### src/rtl/qenc_pkg.sv
package qenc_pkg;

    localparam logic [1:0] RES_X1 = 2'b00;
    localparam logic [1:0] RES_X2 = 2'b01;

    typedef enum logic [1:0] {
        ST_IDLE  = 2'd0,
        ST_ARM   = 2'd1,
        ST_PULSE = 2'd2,
        ST_GAP   = 2'd3
    } pulse_state_e;

    typedef struct packed {
        logic valid;
        logic up;
    } cnt_evt_t;

endpackage

### src/rtl/qenc_filter.sv
module qenc_filter #(
    parameter int SYNC_STAGES  = 2,
    parameter int VALID_CYCLES = 4
) (
    input  logic clk,
    input  logic rst,
    input  logic raw,
    output logic level
);
    localparam int CW = $clog2(VALID_CYCLES + 1);

    logic [SYNC_STAGES-1:0] sync_q;
    logic [CW-1:0]          stable_cnt;
    logic                   synced;

    // the chain samples continuously so reset can load the live level
    always_ff @(posedge clk) begin
        sync_q <= {sync_q[SYNC_STAGES-2:0], raw};
    end

    assign synced = sync_q[SYNC_STAGES-1];

    always_ff @(posedge clk) begin
        if (rst) begin
            level      <= synced;
            stable_cnt <= '0;
        end else if (synced != level) begin
            if (stable_cnt == CW'(VALID_CYCLES - 1)) begin
                level      <= synced;
                stable_cnt <= '0;
            end else begin
                stable_cnt <= stable_cnt + 1'b1;
            end
        end else begin
            stable_cnt <= '0;
        end
    end

endmodule

### src/rtl/qenc_decode.sv
module qenc_decode
    import qenc_pkg::*;
(
    input  logic       clk,
    input  logic       rst,
    input  logic       filt_a,
    input  logic       filt_b,
    input  logic [1:0] res_sel,
    output cnt_evt_t   evt,
    output logic       illegal
);
    logic prev_a, prev_b;
    logic chg_a, chg_b, single, fwd;

    always_ff @(posedge clk) begin
        prev_a <= filt_a;
        prev_b <= filt_b;
        if (rst) begin
            prev_a <= filt_a;
            prev_b <= filt_b;
        end
    end

    always_comb begin
        chg_a   = filt_a ^ prev_a;
        chg_b   = filt_b ^ prev_b;
        single  = chg_a ^ chg_b;
        illegal = chg_a & chg_b;
        // Gray order 00,10,11,01 is forward
        fwd     = chg_a ? (filt_a != filt_b) : (filt_a == filt_b);
        evt.up  = fwd;
        unique case (res_sel)
            RES_X1:  evt.valid = chg_a & ~chg_b & filt_a;
            RES_X2:  evt.valid = chg_a & ~chg_b;
            default: evt.valid = single;
        endcase
    end

endmodule

### src/rtl/qenc_pulser.sv
module qenc_pulser
    import qenc_pkg::*;
#(
    parameter int PW_BITS = 8
) (
    input  logic               clk,
    input  logic               rst,
    input  cnt_evt_t           evt,
    input  logic [PW_BITS-1:0] pulse_width,
    input  logic               fmt_combined,
    output logic               up_n,
    output logic               dn_n,
    output logic               cnt_n,
    output logic               dir,
    output logic               overrun_set
);
    pulse_state_e       state, state_nx;
    logic [PW_BITS-1:0] remain;
    logic [PW_BITS-1:0] width_eff;
    logic               cur_up;
    logic               pend_v, pend_up;
    logic               take_pend, take_direct, store_evt;

    assign width_eff = (pulse_width == '0) ? PW_BITS'(1) : pulse_width;

    always_comb begin
        take_pend   = (state == ST_GAP) && pend_v;
        take_direct = evt.valid && ((state == ST_IDLE) || ((state == ST_GAP) && !pend_v));
        store_evt   = evt.valid && !take_direct;
        overrun_set = store_evt && pend_v && !take_pend;
    end

    always_comb begin
        state_nx = state;
        unique case (state)
            ST_IDLE:  state_nx = take_direct ? ST_ARM : ST_IDLE;
            ST_ARM:   state_nx = ST_PULSE;
            ST_PULSE: state_nx = (remain == PW_BITS'(1)) ? ST_GAP : ST_PULSE;
            ST_GAP:   state_nx = (take_pend || take_direct) ? ST_ARM : ST_IDLE;
        endcase
    end

    // state register
    always_ff @(posedge clk) begin
        if (rst) state <= ST_IDLE;
        else     state <= state_nx;
    end

    // datapath: direction, width counter, one-deep queue
    always_ff @(posedge clk) begin
        if (rst) begin
            cur_up  <= 1'b1;
            remain  <= PW_BITS'(1);
            pend_v  <= 1'b0;
            pend_up <= 1'b1;
        end else begin
            if (state_nx == ST_ARM)
                cur_up <= take_pend ? pend_up : evt.up;
            if (state == ST_ARM)
                remain <= width_eff;
            else if (state == ST_PULSE)
                remain <= remain - 1'b1;
            if (store_evt && (!pend_v || take_pend)) begin
                pend_v  <= 1'b1;
                pend_up <= evt.up;
            end else if (take_pend) begin
                pend_v  <= 1'b0;
            end
        end
    end

    // outputs
    always_comb begin
        up_n  = ~((state == ST_PULSE) && !fmt_combined && cur_up);
        dn_n  = ~((state == ST_PULSE) && !fmt_combined && !cur_up);
        cnt_n = ~((state == ST_PULSE) && fmt_combined);
        dir   = cur_up;
    end

endmodule

### src/rtl/qenc_converter.sv
module qenc_converter
    import qenc_pkg::*;
#(
    parameter int SYNC_STAGES  = 2,
    parameter int VALID_CYCLES = 4,
    parameter int PW_BITS      = 8
) (
    input  logic               clk,
    input  logic               rst,
    input  logic               enc_a,
    input  logic               enc_b,
    input  logic [1:0]         res_sel,
    input  logic               fmt_combined,
    input  logic [PW_BITS-1:0] pulse_width,
    input  logic               err_clear,
    output logic               up_n,
    output logic               dn_n,
    output logic               cnt_n,
    output logic               dir,
    output logic               illegal_err,
    output logic               overrun_err
);
    localparam int NCH = 2;

    logic [NCH-1:0] raw_in, filt;
    cnt_evt_t       evt;
    logic           illegal, overrun_set;

    assign raw_in = {enc_b, enc_a};

    for (genvar ch = 0; ch < NCH; ch++) begin : g_filt
        qenc_filter #(
            .SYNC_STAGES (SYNC_STAGES),
            .VALID_CYCLES(VALID_CYCLES)
        ) u_filt (
            .clk  (clk),
            .rst  (rst),
            .raw  (raw_in[ch]),
            .level(filt[ch])
        );
    end

    qenc_decode u_dec (
        .clk    (clk),
        .rst    (rst),
        .filt_a (filt[0]),
        .filt_b (filt[1]),
        .res_sel(res_sel),
        .evt    (evt),
        .illegal(illegal)
    );

    qenc_pulser #(.PW_BITS(PW_BITS)) u_pls (
        .clk         (clk),
        .rst         (rst),
        .evt         (evt),
        .pulse_width (pulse_width),
        .fmt_combined(fmt_combined),
        .up_n        (up_n),
        .dn_n        (dn_n),
        .cnt_n       (cnt_n),
        .dir         (dir),
        .overrun_set (overrun_set)
    );

    always_ff @(posedge clk) begin
        if (rst) begin
            illegal_err <= 1'b0;
            overrun_err <= 1'b0;
        end else begin
            if (illegal)        illegal_err <= 1'b1;
            else if (err_clear) illegal_err <= 1'b0;
            if (overrun_set)    overrun_err <= 1'b1;
            else if (err_clear) overrun_err <= 1'b0;
        end
    end

endmodule

### config.mk
export PLATFORM = sky130hd
export DESIGN_NAME = qenc_converter
export DESIGN_NICKNAME = d
export VERILOG_FILES = /design/src/rtl/qenc_pkg.sv /design/src/rtl/qenc_filter.sv /design/src/rtl/qenc_decode.sv /design/src/rtl/qenc_pulser.sv /design/src/rtl/qenc_converter.sv
export SDC_FILE = /design/constraint.sdc
export NUM_CORES = 1
export LEC_CHECK = 0
export ABC_AREA = 1
export BUFFER_PORTS_ARGS = -buffer_cell sky130_fd_sc_hd__buf_2
export CORE_AREA = 2 2 52 66
export CTS_CLUSTER_DIAMETER = 150
export CTS_CLUSTER_SIZE = 8
export DETAILED_ROUTE_END_ITERATION = 10
export DIE_AREA = 0 0 54 68
export PLACE_DENSITY = 0.69
export SLEW_MARGIN = 5
export SYNTH_ARGS = -nofsm -noshare
export SYNTH_HDL_FRONTEND = slang
export SYNTH_SLANG_ARGS = --single-unit
export TNS_END_PERCENT = 100
### constraint.sdc
create_clock -name clk -period 3.03 [get_ports clk]
set_clock_uncertainty 0.1 [all_clocks]
set_input_delay 0.1515 -clock clk [delete_from_list [all_inputs] [get_ports clk]]
set_output_delay 0.1515 -clock clk [all_outputs]
set_load 0.005 [all_outputs]
==> summary.md, run 1 <==
| Metric | Value |
|---|---|
| Core area | `around 0.0031 sq mm` |
| Clk network pwr share | `a little under a third` |
| CP required | `between 3000 and 4000 ps` |
| Pwr Total | `roughly 1.4 mW` |
| Top Ports | `22` |
| First-pass GRT wire length | `4340 um` |
| RSZ-0062 raised after global routing | `no` |
| Die Wd | `54 um` |
| WL/cell | `around 10 um` |
| Max-cap violations | `0` |
| Drt pass-1 iters | `4` |
| Pleak | `~0.84 nW` |
| Power Internal | `0.895 mW` |
| Critical Path AT | `1880 ps` |
| Endpoints failing setup | `0` |
| Dpl hpwl | `roughly 1900 um` |
| Share of the synthesized area in the top cell type | `approximately 37%` |
| Non-Filler Instances | `around 260` |
| Library cells used by synthesis | `24` |
| Die Y | `roughly 68 um` |
| Setup CP Type | `reg2reg` |
| Net Sw Frac | `between 30% and 40%` |
| Top cells by area, synth | `dfxtp_1, ha_1, nand2_1, inv_1, nor2_1` |
| Via count | `~1.2k` |
| Fin. Hold Viols | `0` |
| Worst Tran Pin Value | `about 420 ps` |
| Nets | `between 200 and 250` |
| Net Sw Power | `about 0.47 mW` |
| Seq/Total Area, Yosys | `roughly two fifths` |
| Antenna violations before repair | `0` |
| Rel. slew slack | `between 70% and 80%` |
| Routed Antenna Nets | `0` |
| Largest net degree at the start of global routing | `13` |
| Clock Latency Late Sink | `around 280 ps` |
| Crit. End Element | `flip-flop` |
| Final Routed Wirelength | `2570 um` |
| Worst-case clock buffer depth | `2` |
| Post-synth EDFFs | `2` |
| CTS resizes | `0` |
| PortBufs | `21` |
| Total CTS buffers | `5` |
| Avg Vias per Cell | `roughly 4.8` |
| Ratio of final minimum period to clock period | `60.0%` |
| Yosys Warn Count | `0` |
| Top FF cell, synth | `dfxtp_1` |
| Placed Cells | `~250` |
| Reg clk slew, reported paths | `70 ps` |
| Diode count | `0` |
| Rows | `23` |
| Type of origin of the critical path | `flip-flop` |
| Status | `finished, final reports clean` |
| Share of the core filled with cells | `a little under three fifths` |
| Die area | `between 0.003 and 0.004 sq mm` |
| Synth Register Bits | `29` |
| Crit-path max FO | `5` |
| Hold WC Path Type | `in2reg` |
| All-Layer GR Usage | `between 15 and 20%` |
| Period minus WS final | `approximately 1800 ps` |
| Post-synthesis cell count | `around 190` |
| CTS tree | `built` |
| Synth Area per Inst | `approximately 7.6 sq um` |
| Filler instances | `between 300 and 400` |
| Power per standard cell area | `between 700 and 800 mW/mm^2` |
| Gate power share | `between 30% and 40%` |
| GP Congestion | `between 0.7 and 0.8` |
| Net Count, Synth | `between 200 and 250` |
| Slew Viols, Final | `0` |
| Layout cells sized above 1 | `around 17%` |
| GRT Residual Overflow | `0` |
| Layout area overhead | `19.5%` |
| Drc violations | `0` |
| Reg power frac | `~36%` |
| Peak supply drop | `around 0.45 mV` |
| Clock root buffer | `clkbuf_8` |
| Setup tns final | `0 ps` |
| H-Tree Depth | `2` |
| FFs w/ async S/R, synth | `0%` |
| Synth Cell Area | `~0.0015 sq mm` |
| Leading area contributor after synthesis | `dfxtp_1` |
| DRT iter0 DRCs | `36` |
| Initial core utilization | `a little under half` |
| Clock sink total | `29` |
| Vias in the first global route | `roughly 1.0k` |
| FMAX | `roughly 550 MHz` |
==> per-stage QoR <==
stage,hold WS [ps],worst slack [ps],instance area [sq um]
4_1_cts,18.5,1200,1740
2_1_floorplan,79.2,1330,1460
3_5_place_dp,156,1210,1600
6_report,29.8,1210,1740
5_1_grt,82.8,977,1740
3_3_place_gp,154,1260,1600
==> metal layers <==
metal | GRT usage, % | wire [um] | vias to the layer above
li1 | - | - | 663
met3 | 5.90 | 124 | 7
met1 | 19.8 | 1200 | 530
met2 | 26.4 | 1180 | 23
met5 | 0 | 0 | -
met4 | 8.44 | 64 | 0
==> final timing paths <==
check / depth (start not counted) / endpoint / slack (ps) / from
max: 11 / u_pls.dir$_SDFFE_PP1N_ / 1210 / g_filt[0].u_filt.level$_DFFE_PP_
min: 4 / overrun_err$_SDFFE_PP0P_ / 30 / err_clear
max reg2reg: 11 / u_pls.dir$_SDFFE_PP1N_ / 1210 / g_filt[0].u_filt.level$_DFFE_PP_
min reg2reg: 0 / g_filt[1].u_filt.sync_q[1]$_DFF_P_ / 230 / g_filt[1].u_filt.sync_q[0]$_DFF_P_
==> power groups by stage <==
stage / Clock [mW] / Combinational (mW) / Sequential (mW)
final: 0.415 / 0.458 / 0.494
after global routing: 0.442 / 0.527 / 0.504
after CTS: 0.428 / 0.460 / 0.495
after detailed placement: 0 / 0.457 / 0.502
after global placement: 0 / 0.452 / 0.502
after floorplan: 0 / 0.357 / 0.494
==> critical path: stages, from the launching register on <==
cell,delay (ps)
edfxtp_1,500
xor2_2,290
ha_1,180
nand2_1,60
o21ai_2,140
nand2_1,70
nand2_1,60
nand2_1,60
nand2_1,70
nand2_1,50
nand2_1,50
nand3_1,50
==> sequential cells by signal (all words and copies together), names as in the netlist <==
register and flops:
u_dec.prev_b 1, g_filt.u_filt.level 2, overrun_err 1, u_dec.prev_a 1, u_pls.state 2, g_filt.u_filt.sync_q 4
u_pls.dir 1, illegal_err 1, g_filt.u_filt.stable_cnt 6, u_pls.pend_up 1, u_pls.pend_v 1, u_pls.remain 8
==> timing repair <==
item                                   CTS  global route
hold buffers                             2             0
endpoints found under the hold margin    2             0
setup buffers                            0             0
==> cells in the mapped netlist (all sizes together) (2+ instances only) <==
cell,number
ha,13
xnor2,5
a21oi,11
o21ai,14
a32o,2
dfxtp,27
clkbuf,2
nor2,22
inv,35
nand4,2
nand3,9
nand2,38
o211ai,2
edfxtp,2
==> placed cells by master (no fill, tap or decap), types with 3 or more instances in the layout <==
cell type  netlist  layout
inv_2            3       3
clkbuf_8         0       6
ha_1            13      13
xnor2_1          5       5
nand3_1          9       9
buf_2            0      21
a21oi_1         11      11
nand2_1         38      38
nor2_1          20      20
o21ai_0         12      12
inv_1           32      32
dfxtp_1         27      27
==> layout make-up <==
cell class | instances | area [sq um] | area share [%]
repair buffers | 23 | 125 | 7.17
inverters | 35 | 131 | 7.53
clock buffers | 6 | 82.6 | 4.73
flip-flops and latches | 29 | 601 | 34.4
multi-input cells | 125 | 721 | 41.3
clock inverters | 2 | 37.5 | 2.15
well taps | 37 | 46.3 | 2.65
==> cell families (layout without fill, tap and decap cells) <==
| group | after synthesis | after routing | synth area share [%] |
|---|---|---|---|
| fa+ha+maj | 13 | 13 | 11.1 |
| xor+xnor | 6 | 6 | 4.11 |
| compound gates | 33 | 33 | 13.5 |
| buf+inv | 37 | 66 | 9.51 |
| flops | 29 | 29 | 41.1 |
| simple gates | 73 | 73 | 20.6 |
Note: power is estimated with default switching activity, not from simulation.
==> run 2: changes to the inputs <==
==> constraint.sdc (replaced) <==
create_clock -name clk -period 1.75 [get_ports clk]
set_clock_uncertainty 0.1 [all_clocks]
set_input_delay 0.0875 -clock clk [delete_from_list [all_inputs] [get_ports clk]]
set_output_delay 0.0875 -clock clk [all_outputs]
set_load 0.005 [all_outputs]
==> summary.md, run 2 (synthesis gave the netlist of run 1 again) <==
| Metric | Value |
|---|---|
| Setup bufs post-CTS | `0 (unchanged)` |
| DRT iter0 DRCs | `26 (-28%)` |
| Ratio of final minimum period to clock period | `98.9% (+39 points)` |
| Non-Filler Instances | `265 (+3.1%)` |
| WL/cell | `10.6 um (+6.1%)` |
| GP Congestion | `0.841 (+7.0%)` |
| Largest net degree at the start of global routing | `13 (unchanged)` |
| GRT Residual Overflow | `0 (unchanged)` |
| Pleak | `0.882 nW (+5.4%)` |
| Hold WC Path Type | `in2reg` |
| Critical Path AT | `1800 ps (-80 ps)` |
| CP required | `1820 ps (-1270 ps)` |
| Worst-path cell chain | `xnor2_2 -> inv_1 -> ha_1 -> nand2_1 -> o21ai_2 -> nand2_1 -> nand2_1 -> nand2_2 -> nand2_2 -> nand2_1 -> nand2_1 -> nand3_1` |
| Commonest non-fill, non-tap cell in the layout | `nand2_1` |
| Commonest non-fill, non-tap cells in the layout | `nand2_1, inv_1, dfxtp_1, buf_2, nor2_1` |
| Layout cells sized above 1 | `21.1% (+3.8 points)` |
| DP Area | `0.00166 sq mm (+3.3%)` |
| Reg clk slew, reported paths | `70 ps (about the same)` |
| Antenna violations before repair | `0 (unchanged)` |
| Number of flip-flops in the largest register | `8 (unchanged)` |
| Avg Vias per Cell | `4.75 (-0.24%)` |
| Setup CP Type | `reg2reg` |
| Routed Antenna Nets | `0 (unchanged)` |
| Vias in the first global route | `1,119 (+7.3%)` |
| Clock sink total | `29 (unchanged)` |
| Die Wd | `54 um (unchanged)` |
| Post-route cell area | `0.00182 sq mm (+4.6%)` |
| CTS tree | `built` |
| Peak supply drop | `0.902 mV (+100%)` |
| Slew Viols, Final | `0 (unchanged)` |
| Top Ports | `22 (unchanged)` |
| Via count | `1,258 (+2.9%)` |
| Endpoints failing setup | `0 (unchanged)` |
| PortBufs | `21 (unchanged)` |
| Largest registers | `u_pls.remain: 8 flops, g_filt.u_filt.stable_cnt: 6 flops, g_filt.u_filt.sync_q: 4 flops` |
| Period minus WS final | `1730 ps (-88.0 ps)` |
| Rel. slew slack | `79.9% (+7.8 points)` |
| Rows | `23 (unchanged)` |
| Final Routed Wirelength | `2810 um (+9.4%)` |
| Worst-case clock buffer depth | `2 (unchanged)` |
| Die area | `0.00367 sq mm (unchanged)` |
| Share of the core filled with cells | `58.7% (+2.6 points)` |
| RSZ-0062 raised after global routing | `yes` |
| Fin. Hold Viols | `0 (unchanged)` |
| Max-cap violations | `0 (unchanged)` |
| Worst Tran Pin Value | `301 ps (-117 ps)` |
| Total CTS buffers | `5 (unchanged)` |
| Worst hold margin | `34.4 ps (+4.61 ps)` |
| H-Tree Depth | `2 (unchanged)` |
| Nets | `256 (+3.2%)` |
| Layout area overhead | `24.9%` |
| Power per standard cell area | `1350 mW/mm^2 (+73%)` |
| CP peak stage delay | `430 ps (-70 ps)` |
| First-pass GRT wire length | `4440 um (+2.4%)` |
| Crit-path max FO | `3 (-2)` |
| Diode count | `0 (unchanged)` |
| CP max stage cell | `edfxtp_1` |
| Dpl hpwl | `2100 um (+8.7%)` |
| Placed Cells | `254 (+2.8%)` |
| WP buf/inv | `1 (+1)` |
| Type of origin of the critical path | `flip-flop` |
| All-Layer GR Usage | `17.2% (+0.46 points)` |
| Crit. End Element | `flip-flop` |
| Initial core utilization | `47.0% (unchanged)` |
| Top reg by flops | `u_pls.remain` |
| Drc violations | `0 (unchanged)` |
| Setup tns final | `0 ps (unchanged)` |
| Die Y | `68 um (unchanged)` |
| Core area | `0.00311 sq mm (unchanged)` |
| Drt pass-1 iters | `4 (unchanged)` |
| Most common cell on crit path | `nand2_1` |
| Filler instances | `313 (+2.3%)` |
| Status | `finished, final reports clean` |
| Clock root buffer | `clkbuf_8` |
| Clock Latency Late Sink | `280 ps (about the same)` |
| Crit path max-delay family | `simple AND/OR/NAND/NOR gates` |
| FMAX | `578 MHz (+5.1%)` |
-- run 2: metal layers --
metal	global-route usage, %	routed length (um)	up-vias
li1	-	-	675
met1	18.8	1240	559
met2	29.1	1400	19
met3	6.55	117	5
met4	7.50	55	0
met5	0	0	-
-- run 2: worst reg2reg max path, delay by kind of cell (launching register included) --
kind / cells / cell delay, ps
AO/OA/AOI/OAI: 1 / 80
XOR/XNOR: 1 / 190
adder cells (fa/ha/maj): 1 / 270
buffers and inverters: 1 / 60
flip-flops: 1 / 430
AND/OR/NAND/NOR: 8 / 470
-- run 2: layout make-up --
class | count | area [sq um] | area share (%)
multi-input combinational | 125 | 738 | 40.5
tap | 37 | 46.3 | 2.54
clock inverter | 2 | 37.5 | 2.06
clock buffer | 6 | 82.6 | 4.53
sequential | 29 | 601 | 32.9
inverter | 35 | 131 | 7.20
timing repair buffer | 31 | 188 | 10.3
-- run 2: power by group --
| group | internal (mW) | total [mW] | switching [mW] |
|---|---|---|---|
| clock | 0.462 | 0.725 | 0.263 |
| combinational | 0.371 | 0.888 | 0.517 |
| sequential | 0.778 | 0.855 | 0.0769 |
-- run 2: repair_timing --
| action | CTS | global route |
|---|---|---|
| resized for setup | 0 | 4 |
| setup endpoints to repair | 0 | 4 |
| hold endpoints to repair | 3 | 0 |
| hold buffers | 3 | 0 |
-- run 2: metrics by stage --
step / power, mW / setup WS, ps
5_1_grt: 2.65 / -125
2_1_floorplan: 1.47 / 54.0
6_report: 2.47 / 20.0
4_1_cts: 2.47 / 1.59
3_3_place_gp: 1.72 / 98.0
3_5_place_dp: 1.73 / 44.1
-- run 2: final timing paths --
| check | startpoint | endpoint | slack, ps | cells past startpoint |
|---|---|---|---|---|
| worst max-delay path | g_filt[1].u_filt.level$_DFFE_PP_ | u_pls.dir$_SDFFE_PP1N_ | 20 | 12 |
| worst min-delay path | rst | illegal_err$_SDFFE_PP0P_ | 30 | 2 |
| worst max register to register | g_filt[1].u_filt.level$_DFFE_PP_ | u_pls.dir$_SDFFE_PP1N_ | 20 | 12 |
| worst min register to register | g_filt[0].u_filt.sync_q[0]$_DFF_P_ | g_filt[0].u_filt.sync_q[1]$_DFF_P_ | 230 | 0 |
==> run 3: changes to the inputs <==
--- a/config.mk
+++ b/config.mk
@@ -5,13 +5,12 @@
 export SDC_FILE = /design/constraint.sdc
 export NUM_CORES = 1
 export LEC_CHECK = 0
-export ABC_AREA = 1
 export BUFFER_PORTS_ARGS = -buffer_cell sky130_fd_sc_hd__buf_2
-export CORE_AREA = 2 2 52 66
+export CORE_AREA = 2 2 51 65
 export CTS_CLUSTER_DIAMETER = 150
 export CTS_CLUSTER_SIZE = 8
 export DETAILED_ROUTE_END_ITERATION = 10
-export DIE_AREA = 0 0 54 68
+export DIE_AREA = 0 0 53 67
 export PLACE_DENSITY = 0.69
 export SLEW_MARGIN = 5
 export SYNTH_ARGS = -nofsm -noshare
==> summary.md, run 3 <==
| Metric | Value |
|---|---|
| Die area | `0.00355 sq mm (-3.3%)` |
| Rows | `22 (-4.3%)` |
| Peak supply drop | `0.676 mV (-25%)` |
| FMAX | `561 MHz (-3.0%)` |
| GRT Residual Overflow | `0 (unchanged)` |
| Largest registers | `u_pls.remain: 8 flops, g_filt.u_filt.stable_cnt: 6 flops, g_filt.u_filt.sync_q: 4 flops` |
| Top Ports | `22 (unchanged)` |
| Status | `finished, violations left` |
| First-pass GRT wire length | `5080 um (+14%)` |
| CP required | `1920 ps (+100 ps)` |
| DRT iter0 DRCs | `31 (+19%)` |
| Total CTS buffers | `5 (unchanged)` |
| Largest net degree at the start of global routing | `23 (+10)` |
| Flop-to-flop setup slack | `-30 ps (-50 ps)` |
| Top reg by flops | `u_pls.remain` |
| Yosys Warn Count | `0 (unchanged)` |
| Avg Vias per Cell | `5.32 (+12%)` |
| Worst hold margin | `13.2 ps (-21.2 ps)` |
| Die Wd | `53 um (-1.9%)` |
| Die Y | `67 um (-1.5%)` |
| All-Layer GR Usage | `20.3% (+3.1 points)` |
| Diode count | `0 (unchanged)` |
| Clock sink total | `29 (unchanged)` |
| Power per standard cell area | `1030 mW/mm^2 (-24%)` |
| GP Congestion | `0.843 (+0.30%)` |
| Post-route cell area | `0.00178 sq mm (-2.6%)` |
| PortBufs | `21 (unchanged)` |
| Nets | `222 (-13%)` |
| Vias in the first global route | `1,197 (+7.0%)` |
| RSZ-0062 raised after global routing | `yes` |
| Worst-case clock buffer depth | `2 (unchanged)` |
| Crit. End Element | `flip-flop` |
| FFs w/ async S/R, synth | `0% (unchanged)` |
| R2R depth | `7 (-5)` |
| Post-synth EDFFs | `2 (unchanged)` |
| DP Area | `0.00156 sq mm (-5.7%)` |
| Seq/Total Area, Yosys | `42.4% (+1.3 points)` |
| Hold path depth | `5 (+3)` |
| Initial core utilization | `49.0% (+2.0 points)` |
| Crit-path max FO | `5 (+2)` |
| Layout cells sized above 1 | `25.8% (+4.7 points)` |
| H-Tree Depth | `2 (unchanged)` |
| Worst-path cell chain | `xor2_2 -> ha_1 -> nand2_2 -> o21ai_4 -> o21ai_2 -> a2bb2oi_2 -> mux2i_1` |
| Critical Path AT | `1950 ps (+150 ps)` |
| Non-Filler Instances | `230 (-13%)` |
| Clock root buffer | `clkbuf_4` |
| Synth Register Bits | `29 (unchanged)` |
| Synth Cell Area | `0.00142 sq mm (-3.1%)` |
| Hold EP | `u_pls.remain[3]$_SDFFE_PP0P_` |
| Reg clk slew, reported paths | `100 ps (+30 ps)` |
| CTS tree | `built` |
| Synth Area per Inst | `9.01 sq um (+18%)` |
| Dpl hpwl | `2100 um (about the same)` |
| Worst Slack Setup Final | `-33.3 ps (-53.3 ps)` |
| Setup tns final | `-35.3 ps (-35.3 ps)` |
| Top FF cell, synth | `dfxtp_1` |
| Endpoints failing setup | `2 (+2)` |
| Synth top cells by count | `dfxtp_1, nor2_1, nand2_1` |
| Filler instances | `271 (-13%)` |
| Commonest non-fill, non-tap cells in the layout | `dfxtp_1, buf_2, nor2_1, nand2_1` |
| CP max stage cell | `edfxtp_1` |
| Layout area overhead | `25.6%` |
| Net Count, Synth | `186 (-15%)` |
| Leading area contributor after synthesis | `dfxtp_1` |
| WL/cell | `13.1 um (+24%)` |
| Drt pass-1 iters | `4 (unchanged)` |
| Slew Viols, Final | `0 (unchanged)` |
| Placed Cells | `213 (-16%)` |
| Worst Tran Pin Value | `350 ps (+49.7 ps)` |
| Pleak | `0.751 nW (-15%)` |
| Routed Antenna Nets | `0 (unchanged)` |
| Share of the synthesized area in the top cell type | `38.2% (+1.2 points)` |
| Post-synthesis cell count | `157 (-18%)` |
| Via count | `1,224 (-2.7%)` |
| Library cells used by synthesis | `40 (+67%)` |
| Setup CP Type | `reg2reg` |
| Commonest non-fill, non-tap cell in the layout | `dfxtp_1` |
| Period minus WS final | `1780 ps (+53.3 ps)` |
| Top cells by area, synth | `dfxtp_1, ha_1, nor2_1, edfxtp_1, nand2_1` |
| Final Routed Wirelength | `3020 um (+7.3%)` |
| Rel. slew slack | `76.7% (-3.3 points)` |
| Fin. Hold Viols | `0 (unchanged)` |
| Ratio of final minimum period to clock period | `102% (+3.0 points)` |
| Clock Latency Late Sink | `340 ps (+60 ps)` |
| R2R Path End | `u_pls.dir$_SDFFE_PP1N_` |
| Start point of the worst min-delay path | `pulse_width[3]` |
| Max-cap violations | `0 (unchanged)` |
| Hold WC Path Type | `in2reg` |
| CP peak stage delay | `440 ps (about the same)` |
| Type of origin of the critical path | `flip-flop` |
| Core area | `0.00289 sq mm (-7.0%)` |
| Failing checks | `setup timing` |
| Most frequent cell after synthesis | `dfxtp_1` |
| Reg2Reg Launch Point | `g_filt[1].u_filt.level$_DFFE_PP_` |
| Drc violations | `0 (unchanged)` |
| Antenna violations before repair | `0 (unchanged)` |
| Number of flip-flops in the largest register | `8 (unchanged)` |
[run 3: changes by cell type in the layout (fill, tap and decap cells not counted), moves of 3 or more]
cell and change:
dlygate4sd3_1 +5, clkbuf_8 -5, nand3_1 -7, clkbuf_4 +5
ha_2 +3, nand2_1 -21, o21ai_0 -4, nor3_1 +3
ha_1 -3, inv_1 -22, buf_4 -3, a21oi_1 -4
[run 3: through the flow]
step	utilization, %	setup slack, ps	total power, mW
final	61.5	-33.3	1.84
after global routing	61.5	-151	1.96
after CTS	60.4	-15.8	1.82
after detailed placement	54.1	-101	1.35
after global placement	54.1	-26.4	1.33
after floorplan	-	6.26	1.22
[run 3: per-layer routing]
metal	share of wire, %	track usage (%)	up-vias	routed length [um]
met1	40	20.7	584	1210
met3	3.3	5.83	7	101
li1	-	-	619	-
met2	54	36.4	14	1630
met5	0	0	-	0
met4	2.5	10.6	0	74
[run 3: power by group]
group / total [mW] / internal (mW) / switching, mW
Sequential: 0.806 / 0.738 / 0.0687
Combinational: 0.606 / 0.283 / 0.323
Clock: 0.425 / 0.198 / 0.227
Total: 1.84 / 1.22 / 0.618
[run 3: worst max-delay path by stage]
| stage | start | endpoint | depth (start not counted) |
|---|---|---|---|
| 5_1_grt | g_filt[1].u_filt.level$_DFFE_PP_ | u_pls.dir$_SDFFE_PP1N_ | 7 |
| 3_5_place_dp | g_filt[1].u_filt.level$_DFFE_PP_ | u_pls.dir$_SDFFE_PP1N_ | 8 |
| 6_report | g_filt[1].u_filt.level$_DFFE_PP_ | u_pls.dir$_SDFFE_PP1N_ | 7 |
| 3_3_place_gp | g_filt[0].u_filt.level$_DFFE_PP_ | u_pls.dir$_SDFFE_PP1N_ | 7 |
| 4_1_cts | g_filt[0].u_filt.level$_DFFE_PP_ | u_pls.dir$_SDFFE_PP1N_ | 7 |
| 2_1_floorplan | g_filt[0].u_filt.level$_DFFE_PP_ | u_pls.dir$_SDFFE_PP1N_ | 7 |
[run 3: timing repair]
| item | in CTS | in global routing |
|---|---|---|
| hold endpoints to repair | 11 | 0 |
| hold buffers | 8 | 0 |
| endpoints found under the setup margin | 6 | 12 |
| pin swaps | 2 | 4 |
| resized for setup | 8 | 8 |
| setup buffers | 1 | 0 |
[run 3: area by class of cell]
type / count / area (sq um) / area share (%)
clock buffer: 8 / 58.8 / 3.31
inverter: 11 / 41.3 / 2.32
multi-input combinational: 113 / 816 / 45.9
sequential: 29 / 601 / 33.8
tap: 36 / 45.0 / 2.54
timing repair buffer: 33 / 215 / 12.1
[run 3: cells by family after synthesis]
kind of cell | Yosys count | synth area share, %
DFF | 29 | 42.4
and+or+nand+nor | 54 | 18.3
AOI/OAI and AO/OA | 38 | 17.9
adders and majority gates | 13 | 11.5
buffers and inverters | 15 | 4.69
xor gates and xnor gates | 6 | 3.71
muxes | 2 | 1.41
[run 3: critical path: cells and delay by family, from the launching register on]
kind | cells | cell delay [ps]
AOI/OAI and AO/OA | 3 | 430
xor gates and xnor gates | 1 | 210
DFF | 1 | 440
adders and majority gates | 1 | 290
and+or+nand+nor | 1 | 80
muxes | 1 | 180
